==> src/rtl/flash_seq_pkg.sv <==
package flash_seq_pkg;

    localparam logic [7:0] OP_ERASE   = 8'h0E;
    localparam logic [7:0] OP_ADDR    = 8'h46;
    localparam logic [7:0] OP_PROG    = 8'h70;
    localparam logic [7:0] OP_STATUS  = 8'h3C;
    localparam logic [7:0] OP_UCODE   = 8'hC2;
    localparam logic [7:0] OP_PDONE   = 8'h5E;
    localparam logic [7:0] OP_REFRESH = 8'h79;

    typedef enum logic [2:0] {
        PH_IDLE, PH_TX, PH_PAGE_WAIT, PH_DELAY, PH_POLL_TX, PH_POLL_RX
    } phase_t;

    typedef enum logic [2:0] {
        ST_ERASE, ST_ADDR, ST_PAGE, ST_UCODE, ST_PDONE, ST_REFRESH
    } step_t;

    // program-type steps wait a settle time before polling
    function automatic logic step_waits(input step_t s);
        return (s == ST_PAGE) || (s == ST_UCODE) || (s == ST_PDONE);
    endfunction

    // steps whose completion is confirmed by status polling
    function automatic logic step_polls(input step_t s);
        return (s == ST_ERASE) || step_waits(s);
    endfunction

    function automatic logic [7:0] step_opcode(input step_t s);
        case (s)
            ST_ERASE:   return OP_ERASE;
            ST_ADDR:    return OP_ADDR;
            ST_PAGE:    return OP_PROG;
            ST_UCODE:   return OP_UCODE;
            ST_PDONE:   return OP_PDONE;
            default:    return OP_REFRESH;
        endcase
    endfunction

endpackage

==> src/rtl/flash_seq_delay.sv <==
module flash_seq_delay #(
    parameter int CYC = 25000,
    localparam int CW = $clog2(CYC + 1)
) (
    input  logic clk,
    input  logic rst_n,
    input  logic start_i,
    output logic expired_o
);
    logic [CW-1:0] cnt_d, cnt_q;

    always_comb begin
        cnt_d = cnt_q;
        if (start_i)
            cnt_d = CW'(CYC);
        else if (cnt_q != '0)
            cnt_d = cnt_q - 1'b1;
    end

    always_ff @(posedge clk or negedge rst_n) begin
        if (!rst_n) cnt_q <= '0;
        else        cnt_q <= cnt_d;
    end

    assign expired_o = (cnt_q == '0);
endmodule

==> src/rtl/flash_seq_ser.sv <==
module flash_seq_ser #(
    parameter int BYTES = 20,
    localparam int LW = $clog2(BYTES + 1),
    localparam int FW = BYTES * 8
) (
    input  logic          clk,
    input  logic          rst_n,
    input  logic          load_i,
    input  logic [FW-1:0] frame_i,
    input  logic [LW-1:0] len_i,
    output logic [7:0]    byte_o,
    output logic          valid_o,
    output logic          last_o,
    input  logic          ready_i,
    output logic          idle_o
);
    logic [FW-1:0] sh_d, sh_q;
    logic [LW-1:0] cnt_d, cnt_q;

    always_comb begin
        sh_d  = sh_q;
        cnt_d = cnt_q;
        if (load_i) begin
            sh_d  = frame_i;
            cnt_d = len_i;
        end else if (cnt_q != '0 && ready_i) begin
            sh_d  = sh_q << 8;
            cnt_d = cnt_q - 1'b1;
        end
    end

    always_ff @(posedge clk or negedge rst_n) begin
        if (!rst_n) begin
            sh_q  <= '0;
            cnt_q <= '0;
        end else begin
            sh_q  <= sh_d;
            cnt_q <= cnt_d;
        end
    end

    assign byte_o  = sh_q[FW-1 -: 8];
    assign valid_o = (cnt_q != '0);
    assign last_o  = (cnt_q == LW'(1));
    assign idle_o  = (cnt_q == '0);
endmodule

==> src/rtl/flash_seq_top.sv <==
module flash_seq_top
    import flash_seq_pkg::*;
#(
    parameter int PAGE_BITS  = 128,
    parameter int PAGE_CNT_W = 8,
    parameter int DELAY_CYC  = 25000,
    parameter int POLL_LIMIT = 16
) (
    input  logic                  clk,
    input  logic                  rst_n,
    input  logic                  start_i,
    input  logic [PAGE_CNT_W-1:0] num_pages_i,
    input  logic [31:0]           user_code_i,
    input  logic [PAGE_BITS-1:0]  page_data_i,
    input  logic                  page_valid_i,
    output logic                  page_ready_o,
    output logic [7:0]            cmd_byte_o,
    output logic                  cmd_valid_o,
    output logic                  cmd_last_o,
    input  logic                  cmd_ready_i,
    input  logic [7:0]            rsp_data_i,
    input  logic                  rsp_valid_i,
    output logic                  done_o,
    output logic                  err_o
);
    localparam int FRAME_BYTES = 4 + PAGE_BITS / 8;
    localparam int FRAME_W     = FRAME_BYTES * 8;
    localparam int LEN_W       = $clog2(FRAME_BYTES + 1);
    localparam int POLL_W      = $clog2(POLL_LIMIT + 1);

    typedef struct packed {
        phase_t                ph;
        step_t                 st;
        logic [PAGE_CNT_W-1:0] pages_left;
        logic [31:0]           ucode;
        logic [POLL_W-1:0]     polls;
        logic                  done;
        logic                  err;
    } seq_t;

    seq_t d, q;

    logic               ld, tmr_start, tmr_expired, ser_idle;
    logic [FRAME_W-1:0] frame;
    logic [LEN_W-1:0]   len;

    function automatic logic [FRAME_W-1:0] hdr(input logic [7:0] op);
        return {op, 24'h0, {PAGE_BITS{1'b0}}};
    endfunction

    always_comb begin
        logic  advance, go, fail;
        step_t go_st;
        d            = q;
        ld           = 1'b0;
        frame        = '0;
        len          = '0;
        tmr_start    = 1'b0;
        page_ready_o = 1'b0;
        advance      = 1'b0;
        go           = 1'b0;
        fail         = 1'b0;
        go_st        = ST_ERASE;

        case (q.ph)
            PH_IDLE: if (start_i) begin
                d.pages_left = num_pages_i;
                d.ucode      = user_code_i;
                d.done       = 1'b0;
                d.err        = 1'b0;
                go           = 1'b1;
                go_st        = ST_ERASE;
            end
            PH_PAGE_WAIT: if (page_valid_i) begin
                page_ready_o = 1'b1;
                ld           = 1'b1;
                frame        = {OP_PROG, 24'h0, page_data_i};
                len          = LEN_W'(FRAME_BYTES);
                d.pages_left = q.pages_left - 1'b1;
                d.ph         = PH_TX;
            end
            PH_TX: if (ser_idle) begin
                if (step_waits(q.st)) begin
                    tmr_start = 1'b1;
                    d.ph      = PH_DELAY;
                end else if (step_polls(q.st)) begin
                    ld      = 1'b1;
                    frame   = hdr(OP_STATUS);
                    len     = LEN_W'(4);
                    d.polls = '0;
                    d.ph    = PH_POLL_TX;
                end else begin
                    advance = 1'b1;
                end
            end
            PH_DELAY: if (tmr_expired) begin
                ld      = 1'b1;
                frame   = hdr(OP_STATUS);
                len     = LEN_W'(4);
                d.polls = '0;
                d.ph    = PH_POLL_TX;
            end
            PH_POLL_TX: if (ser_idle) d.ph = PH_POLL_RX;
            PH_POLL_RX: if (rsp_valid_i) begin
                if (rsp_data_i[0]) begin
                    if (q.polls == POLL_W'(POLL_LIMIT - 1)) begin
                        fail = 1'b1;
                    end else begin
                        d.polls = q.polls + 1'b1;
                        ld      = 1'b1;
                        frame   = hdr(OP_STATUS);
                        len     = LEN_W'(4);
                        d.ph    = PH_POLL_TX;
                    end
                end else if (rsp_data_i[1]) begin
                    fail = 1'b1;
                end else begin
                    advance = 1'b1;
                end
            end
            default: d.ph = PH_IDLE;
        endcase

        if (advance) begin
            case (q.st)
                ST_ERASE: begin go = 1'b1; go_st = ST_ADDR; end
                ST_ADDR, ST_PAGE: begin
                    go    = 1'b1;
                    go_st = (q.pages_left != '0) ? ST_PAGE : ST_UCODE;
                end
                ST_UCODE: begin go = 1'b1; go_st = ST_PDONE; end
                ST_PDONE: begin go = 1'b1; go_st = ST_REFRESH; end
                default: begin
                    d.ph   = PH_IDLE;
                    d.done = 1'b1;
                end
            endcase
        end

        if (go) begin
            d.st = go_st;
            if (go_st == ST_PAGE) begin
                d.ph = PH_PAGE_WAIT;
            end else begin
                ld    = 1'b1;
                d.ph  = PH_TX;
                frame = hdr(step_opcode(go_st));
                len   = LEN_W'(4);
                if (go_st == ST_UCODE) begin
                    frame = frame | (FRAME_W'(d.ucode) << (PAGE_BITS - 32));
                    len   = LEN_W'(8);
                end
            end
        end

        if (fail) begin
            d.ph   = PH_IDLE;
            d.done = 1'b1;
            d.err  = 1'b1;
        end
    end

    always_ff @(posedge clk or negedge rst_n) begin
        if (!rst_n) begin
            q.ph         <= PH_IDLE;
            q.st         <= ST_ERASE;
            q.pages_left <= '0;
            q.ucode      <= '0;
            q.polls      <= '0;
            q.done       <= 1'b0;
            q.err        <= 1'b0;
        end else begin
            q <= d;
        end
    end

    flash_seq_ser #(.BYTES(FRAME_BYTES)) u_ser (
        .clk     (clk),
        .rst_n   (rst_n),
        .load_i  (ld),
        .frame_i (frame),
        .len_i   (len),
        .byte_o  (cmd_byte_o),
        .valid_o (cmd_valid_o),
        .last_o  (cmd_last_o),
        .ready_i (cmd_ready_i),
        .idle_o  (ser_idle)
    );

    flash_seq_delay #(.CYC(DELAY_CYC)) u_delay (
        .clk       (clk),
        .rst_n     (rst_n),
        .start_i   (tmr_start),
        .expired_o (tmr_expired)
    );

    assign done_o = q.done;
    assign err_o  = q.err;
endmodule

==> config.mk <==
export PLATFORM = sky130hd
export DESIGN_NAME = flash_seq_top
export DESIGN_NICKNAME = d
export VERILOG_FILES = /design/src/rtl/flash_seq_pkg.sv /design/src/rtl/flash_seq_delay.sv /design/src/rtl/flash_seq_ser.sv /design/src/rtl/flash_seq_top.sv
export SDC_FILE = /design/constraint.sdc
export NUM_CORES = 1
export LEC_CHECK = 0
export BUFFER_PORTS_ARGS = -buffer_cell sky130_fd_sc_hd__buf_2
export CORE_MARGIN = 2
export CORE_UTILIZATION = 30
export CTS_CLUSTER_SIZE = 10
export DETAILED_ROUTE_END_ITERATION = 7
export SETUP_SLACK_MARGIN = 0.15
export SKIP_CTS_REPAIR_TIMING = 1
export SYNTH_ARGS = -nofsm -noshare
export SYNTH_HDL_FRONTEND = slang
export SYNTH_HIERARCHICAL = 1
export SYNTH_SLANG_ARGS = --single-unit
==> constraint.sdc <==
create_clock -name clk -period 9.2 [get_ports clk]
set_input_delay 0.92 -clock clk [delete_from_list [all_inputs] [get_ports clk]]
set_output_delay 0.92 -clock clk [all_outputs]
set_load 0.1 [all_outputs]
# [Yosys cells after proc, flatten, opt, wreduce, memory -nomap -nowiden]
# Index checks and enable logic that the tools add are counted.
[classes] muxes=99 reduce_logical=23 eq_ne=24 bitwise_logic=1 addsub=4
[op_table] cell="$mux W158" count=7
[op_table] cell="$mux W160" count=5
[op_table] cell="$pmux W159 S4" count=1
[op_table] cell="$or A160 B128 Y160" count=1
[op_table] cell="$mux W159" count=1
[op_table] cell="$mux W3" count=20
[op_table] cell="$mux W5" count=12
[op_table] cell="$mux W40" count=1
[op_table] cell="$mux W1" count=32
[op_table] cell="$mux W32" count=1
[op_table] cell="$pmux W8 S4" count=1
[op_table] cell="$mux W15" count=2
[op_table] cell="$mux W8" count=3
[op_table] cell="$pmux W5 S4" count=1
[op_table] cell="$eq A3 B2 Y1 const B" count=6
[op_table] cell="$ne A2 B2 Y1 const B" count=9
[op_table] cell="$pmux W3 S6" count=1
[op_table] cell="$pmux W8 S2" count=1
[op_table] cell="$logic_not A15 Y1" count=1
[op_table] cell="$pmux W5 S3" count=1
[op_table] cell="$reduce_bool A15 Y1" count=1
[op_table] cell="$sub A15 B1 Y15 const B" count=1
[op_table] cell="$eq A3 B3 Y1 const B" count=4
[op_table] cell="$pmux W3 S4" count=1
[op_table] cell="24 further kinds" count=37
[word_totals] register_bits=233 elab_cells=161

# [Logic depth before layout (Yosys ltp)]
# Gate-level depths: netlist of the first run.
[depth] word_depth=18 ltp_mapped=18

# [Modules after synthesis]
# The synthesis of the first run kept the hierarchy.
[by_module_without_submodules] module="flash_seq_ser" area_per_inst_um2=8515.7 cells_per_inst=940 seq_area_each_um2=4129.0 n_inst=1
[by_module_without_submodules] module="flash_seq_top" area_per_inst_um2=3774.9 cells_per_inst=405 seq_area_each_um2=1326.3 n_inst=1
[by_module_without_submodules] module="flash_seq_delay" area_per_inst_um2=812.0 cells_per_inst=81 seq_area_each_um2=375.4 n_inst=1

# [Worst setup path before layout of the first run]
# Ideal clock, no wire load.
[synth_path] path_kind="flip-flop to output port" startpoint="register u_ser.cnt_q[1]" endpoint="output port cmd_last_o" t_required_ns=8.280 t_arrival_ns=3.641 stages_incl_launch_ff=4 path_buffers=0 slack_ns=4.639 cell_sequence="dfrtp_1 inv_1 ha_1 nor4b_1"
[synth_between] elab_chain_cells=1
[synth_rtl] item="from (decl)" line="flash_seq_ser.sv:18" source="logic [LW-1:0] cnt_d, cnt_q;"
[synth_rtl] item="from (signal assigned)" line="flash_seq_ser.sv:38" source="cnt_q <= cnt_d;"
[synth_rtl] item="$eq A5 B1 Y1" line="flash_seq_ser.sv:44" source="assign last_o = (cnt_q == LW'(1));"
[synth_rtl] item="to (decl)" line="flash_seq_top.sv:19" source="output logic cmd_last_o,"
# Every way passes these cells.

# [Worst setup path after layout of the first run]
[layout_path] startpoint="register u_ser.cnt_q[0]" endpoint="register u_ser.sh_q[114]"
[layout_lines] item="$logic_not A5 Y1 *" line="flash_seq_ser.sv:45" source="assign idle_o = (cnt_q == '0);"
[layout_lines] item="net ser_idle" line="flash_seq_top.sv:43" source="logic ld, tmr_start, tmr_expired, ser_idle;"
[layout_lines] item="$mux W1" line="flash_seq_top.sv:82" source="PH_TX: if (ser_idle) begin"
[layout_lines] item="$pmux W1 S2" line="flash_seq_top.sv:65" source="case (q.ph)"
[layout_lines] item="$mux W3" line="flash_seq_top.sv:124" source="if (advance) begin"
[layout_lines] item="$eq A3 B2 Y1" line="flash_seq_top.sv:142" source="if (go_st == ST_PAGE) begin"
[layout_lines] item="$mux W1" line="flash_seq_top.sv:142"
[layout_lines] item="$mux W1 *" line="flash_seq_top.sv:140" source="if (go) begin"
[layout_lines] item="net ld" line="flash_seq_top.sv:43"
[layout_lines] item="$mux W160 / $reduce_bool A2 Y1 (equally long branches)"
[layout_lines] item="to (signal assigned)" line="flash_seq_ser.sv:34" source="sh_q <= '0;"
[layout_lines] item="to (signal assigned)" line="flash_seq_ser.sv:37" source="sh_q <= sh_d;"
[layout_lines] item="to (decl)" line="flash_seq_ser.sv:17" source="logic [FW-1:0] sh_d, sh_q;"
# Mark *: on every way through the listed nets, which the timed path passes. The rest lies on a longest branch.
# A chain may end at the register's enable or synchronous reset.

==> results of run 1 <==
-- layer usage --
metal / global-route usage, % / vias to the layer above / part of all wire, %
met1: 21.6 / 5299 / 46
met3: 2.32 / 44 / 4.8
li1: - / 5333 / -
met5: 0 / - / 0
met4: 4.00 / 0 / 1.7
met2: 25.7 / 266 / 47
-- state kept, by name, summed over array words and instances, names as in the netlist --
signal	cells
u_delay/cnt_q	15
u_ser/cnt_q	5
u_ser/sh_q	160
done_o	1
err_o	1
q	51
-- worst max path at each step --
stage	start	to	slack [ns]	depth (start not counted)
after floorplan	u_ser/cnt_q[1]$_DFFE_PN0P_	cmd_last_o	4.64	3
after global placement	u_ser/cnt_q[0]$_DFFE_PN0P_	u_ser/sh_q[116]$_DFFE_PN0P_	4.58	12
after detailed placement	u_ser/cnt_q[0]$_DFFE_PN0P_	u_ser/sh_q[120]$_DFFE_PN0P_	4.57	12
after CTS	u_ser/cnt_q[0]$_DFFE_PN0P_	u_ser/sh_q[114]$_DFFE_PN0P_	4.55	12
after global routing	u_ser/cnt_q[0]$_DFFE_PN0P_	u_ser/sh_q[116]$_DFFE_PN0P_	4.11	12
final	u_ser/cnt_q[0]$_DFFE_PN0P_	u_ser/sh_q[114]$_DFFE_PN0P_	4.51	12
-- placed cells by master, fill, tap and decap left out, types with 3 or more instances in the layout --
cell type / Yosys / routed
nor2_1: 20 / 20
nor2b_1: 157 / 157
clkbuf_16: 0 / 29
nor3_1: 5 / 5
dfrtp_1: 233 / 233
a32oi_1: 3 / 3
ha_1: 7 / 7
a21oi_1: 169 / 169
mux2_2: 30 / 30
o21ai_1: 72 / 72
buf_2: 21 / 186
clkbuf_8: 0 / 5
a32o_1: 33 / 33
or4_4: 3 / 3
o21ai_0: 123 / 123
o21a_1: 4 / 4
nand2_1: 37 / 37
mux2i_1: 3 / 3
inv_1: 17 / 17
and2_1: 98 / 98
or4_1: 6 / 6
nor4_1: 3 / 3
clkbuf_1: 85 / 10
or3_1: 12 / 12
a31oi_1: 161 / 161
conb_1: 1 / 26
o22ai_1: 4 / 4
a21o_1: 4 / 4
nand3_1: 7 / 7
mux2_1: 4 / 4
buf_4: 13 / 17
-- per-stage QoR --
step	total power, mW	area (sq um)	std cells
after floorplan	3.77	13200	1451
after global placement	4.16	14100	2083
after detailed placement	4.22	14100	2083
after CTS	5.34	15000	2130
after global routing	5.73	15000	2130
final	5.27	15000	2130
-- power by group through the flow --
stage               registers, mW  clock network, mW  logic, mW
floorplan                    1.72                  0       2.05
global placement             1.81                  0       2.35
detailed placement           1.82                  0       2.40
CTS                          1.81               1.12       2.41
global route                 1.87               1.16       2.70
finish                       1.81               1.08       2.38
-- logic make-up (layout without fill, tap and decap cells) --
| kind of cell | after synthesis | after routing | share of synthesized area [%] |
|---|---|---|---|
| adder cells (fa/ha/maj) | 7 | 7 | 0.668 |
| multiplexers | 37 | 37 | 3.15 |
| flip-flops | 233 | 233 | 44.5 |
| AND/OR/NAND/NOR | 377 | 377 | 17.7 |
| buffers and inverters | 176 | 270 | 7.53 |
| AO/OA/AOI/OAI | 592 | 592 | 26.2 |
| XOR/XNOR | 3 | 3 | 0.201 |
| other | 1 | 26 | 0.0286 |
-- worst max-delay path: stages, from the launching register on --
cell,delay (ns)
dfrtp_1,0.41
inv_1,0.10
ha_1,0.18
or4b_4,0.50
inv_6,0.44
and4bb_2,0.34
a22oi_1,0.10
o21a_1,0.26
a21oi_1,0.35
nand2b_4,0.66
buf_4,0.81
a31oi_1,0.17
a21oi_1,0.20
-- cell type report --
| type | instances | area (sq um) |
|---|---|---|
| flip-flops and latches | 233 | 5830 |
| clock buffers | 44 | 832 |
| fillers | 4507 | 28100 |
| repair buffers | 204 | 1070 |
| multi-input cells | 1042 | 6390 |
| clock inverters | 3 | 43.8 |
| inverters | 19 | 78.8 |
| well taps | 585 | 732 |
==> reports/metrics.yaml, run 1 <==
fin_util_pct: 34.8
synth_cell_types: 67
coreArea_sq_um: 43100
first_pass_iters: 5
ys_seq_elements: 233
hold_viol: 0
pwr-share-seq_pct: 34.3
switching_share_pct: 41.2
rows: 76
antenna_found_initial: 0
synth.area.top_cells: "dfrtp_1, a31oi_1, nor2b_1"
synth_common_cells: "dfrtp_1, a21oi_1, a31oi_1"
p_clk_share_pct: 20.5
cap_viol_max_count: 0
routabilityCongestion: 0.807
boundaryPins: 195
finalCritPeriodShare_pct: 51.0
pwr-share-comb_pct: 45.2
cts_sinks: 233
drt-total-wl_um: 35800
finalSetupTns_ns: 0
die_w_um: 213
grt_max_degree: 109
clk_latency_ns: 0.55
async_flop_share_pct: 100
critPathLaunchType: "flip-flop"
cts.reportedPaths.clkPinSlew_ns: 0.06
dr_total_vias: 10900
drc: 0
die_area_sq_um: 45400
setup_viol: 0
synth-seq-area-share_pct: 44.5
timing_worst_setup_path_type: "reg2reg"
netSwitchingPower_mw: 2.17
drive_gt1_share_pct: 18.7
start_util_pct: 30.4
r2r_cells: 12
fin_skew_ns: 0.0144
fin_crit_ns: 4.69
crit_path_max_fanout: 108
htree_levels: 1
hpwl_um: 22000
grt_pass1_vias: 10900
status: "complete, no violations"
drv_slew: 0
slew_headroom_pct: 28.9
die_h_um: 213
synth_top_area_share_pct: 44.5
drtIter0Drc: 688
crit_required_ns: 9.67
place_ws_ns: 4.57
grt_usage_pct: 15.6
r2r-end: "u_ser/sh_q[114]$_DFFE_PN0P_"
end_kind: "flip-flop"
hp-class: "in2async"
worst_pin_slew_ns: 1.07
cts_buffer_depth: 3
antenna_cells: 0
synth-edff-count: 0
grt_pass1_wl_um: 57900
setup_slack_ns: 4.51
antenna_left: 0
overflow: 0
post_drt_wl_per_cell_um: 16.8
power_density_nw_per_um2: 352
r2r-start: "u_ser/cnt_q[0]$_DFFE_PN0P_"
whs_ns: 0.397
cts_root_buffer: "clkbuf_16"
synth_area_leader_cell: "dfrtp_1"
ir_drop_uv: 177
portBuffers: 188
yosysMostFrequentCell: "dfrtp_1"
max_clock_freq_mhz: 213
synth_cells: 1426
intPower_mw: 3.10
viasPerCell: 5.14
synth_area_per_cell_sq_um: 9.19
cts_tree: "built"
yosysWarnings: 6
syn_area_sq_um: 13100
r2r_slack_ns: 4.51
synth_ff_type: "dfrtp_1"
critical_path_arrival_ns: 5.15
cts_made_buffers: 29
rsz0062_at_grt: "false"
leakagePower_nw: 6.32
syn_to_final_growth_pct: 14.3
final_nets: 1718
Power figures use the tool's default switching activity.
==> run 2, diff against run 1 <==
==> constraint.sdc (replaced) <==
create_clock -name clk -period 4.2 [get_ports clk]
set_input_delay 0.42 -clock clk [delete_from_list [all_inputs] [get_ports clk]]
set_output_delay 0.42 -clock clk [all_outputs]
set_load 0.1 [all_outputs]
==> run 2 against run 1 <==
Compared with the run above: die area unchanged; sequential cell count unchanged; critical path depth decreased by 6; critical path type is now reg2out; highest routed layer unchanged.
==> reports/metrics.yaml, run 2 (same netlist as run 1, synthesis figures left out) <==
status: "complete, no violations"
antenna_cells: 0
layout_commonest_cell: "dfrtp_1"
cts.reportedPaths.clkPinSlew_ns: 0.06
viasPerCell: 5.16
critPathCapture: "cmd_valid_o"
drive_gt1_share_pct: 19.7
ir_drop_uv: 309
finalCritPeriodShare_pct: 91.6
worstSetupStartpoint: "u_ser/cnt_q[0]$_DFFE_PN0P_"
hold_viol: 0
post_drt_wl_per_cell_um: 16.9
portBuffers: 188
htree_levels: 1
clk_latency_ns: 0.57
register_area_sq_um: 5830
cts_made_buffers: 29
grt_pass1_wl_um: 57600
drc: 0
crit_buf_inv: 4
worst_pin_slew_ns: 1.12
cp.depth: 6
first_pass_iters: 6
cpLargestDelayFamily: "buffers and inverters"
fin_skew_ns: 0.0234
drtIter0Drc: 812
setup_slack_ns: 0.353
coreArea_sq_um: 43100
largestRegisters: "u_ser/sh_q x160, q x51, u_delay/cnt_q x15"
slowest_stage: "buf_4"
die_area_sq_um: 45400
fin_crit_ns: 3.85
antenna_left: 0
drv_slew: 0
final_nets: 1733
finalSetupTns_ns: 0
crit_path_max_fanout: 79
largest_reg_flops: 160
hp-class: "in2reg"
antenna_found_initial: 0
end_kind: "primary output"
overflow: 0
cpPeakStageDelay_ns: 0.64
power_density_nw_per_um2: 773
place_ws_ns: 0.747
critPathLaunchType: "flip-flop"
routabilityCongestion: 0.830
rsz0062_at_grt: "false"
die_h_um: 213
r2r-start: "u_ser/cnt_q[0]$_DFFE_PN0P_"
dr_total_vias: 11000
setup_viol: 0
multi_input_area_sq_um: 6400
regMostFlops: "u_ser/sh_q"
cp_cell_sequence: "inv_1, ha_1, or4b_4, buf_4, buf_6, buf_2"
cts_buffer_depth: 3
critical_path_arrival_ns: 3.43
r2r-end: "u_ser/sh_q[83]$_DFFE_PN0P_"
boundaryPins: 195
hpwl_um: 22900
cts_root_buffer: "clkbuf_16"
cap_viol_max_count: 0
drt-total-wl_um: 36200
max_clock_freq_mhz: 260
grt_usage_pct: 15.6
cts_tree: "built"
rows: 76
grt_max_degree: 114
holdPathStages: 2
final_cell_mix: "dfrtp_1, buf_2, a21oi_1"
r2r_slack_ns: 0.67
syn_to_final_growth_pct: 15.7
grt_pass1_vias: 10700
leakagePower_nw: 6.43
timing_worst_setup_path_type: "reg2out"
die_w_um: 213
r2r_cells: 12
start_util_pct: 30.4
crit_required_ns: 3.78
cts_sinks: 233
fill_cells: 4459
slew_headroom_pct: 25.0
==> run 2: power breakdown <==
part           internal, mW  total, mW  switching, mW  leakage (nW)
Sequential             3.35       3.96          0.616          2.86
Clock                  1.40       2.36          0.958         0.433
Combinational          2.17       5.40           3.23          3.13
==> run 2: layout make-up <==
cell class | count | area share (%)
inverter | 19 | 0.520
tap | 585 | 4.83
multi-input combinational | 1042 | 42.2
timing repair buffer | 219 | 8.28
clock buffer | 37 | 5.38
clock inverter | 5 | 0.355
sequential | 233 | 38.5
==> run 2: how the worst min path moves through the flow <==
stage                               start                 to  slack (ns)
final                     user_code_i[13]    q[20]$_DFF_PN0_         0.1
after global routing       user_code_i[6]    q[13]$_DFF_PN0_        0.09
after CTS                           rst_n  q[39]$_DFFE_PN0P_       -0.13
after detailed placement  q[30]$_DFF_PN0_    q[30]$_DFF_PN0_        0.47
after global placement    q[30]$_DFF_PN0_    q[30]$_DFF_PN0_        0.47
after floorplan                     rst_n   done_o$_DFF_PN0_        0.12
==> run 2: routing by layer <==
metal  GRT usage, %  part of all wire [%]  vias up
li1               -                     -     5341
met2           25.4                    47      256
met3           2.29                   4.2       36
met4           3.38                   1.8        0
met5              0                     0        -
met1           21.9                    47     5412
==> run 2: through the flow <==
stage               utilization [%]  cells  area (sq um)  hold WS [ns]  power, mW
floorplan                         -   1451         13200         0.124       8.26
global placement               33.1   2097         14300         0.465       9.26
detailed placement             33.1   2097         14300         0.471       9.41
CTS                            35.2   2139         15100        -0.127       11.8
global route                   35.2   2140         15200        0.0896       12.7
finish                         35.2   2140         15200        0.0969       11.7
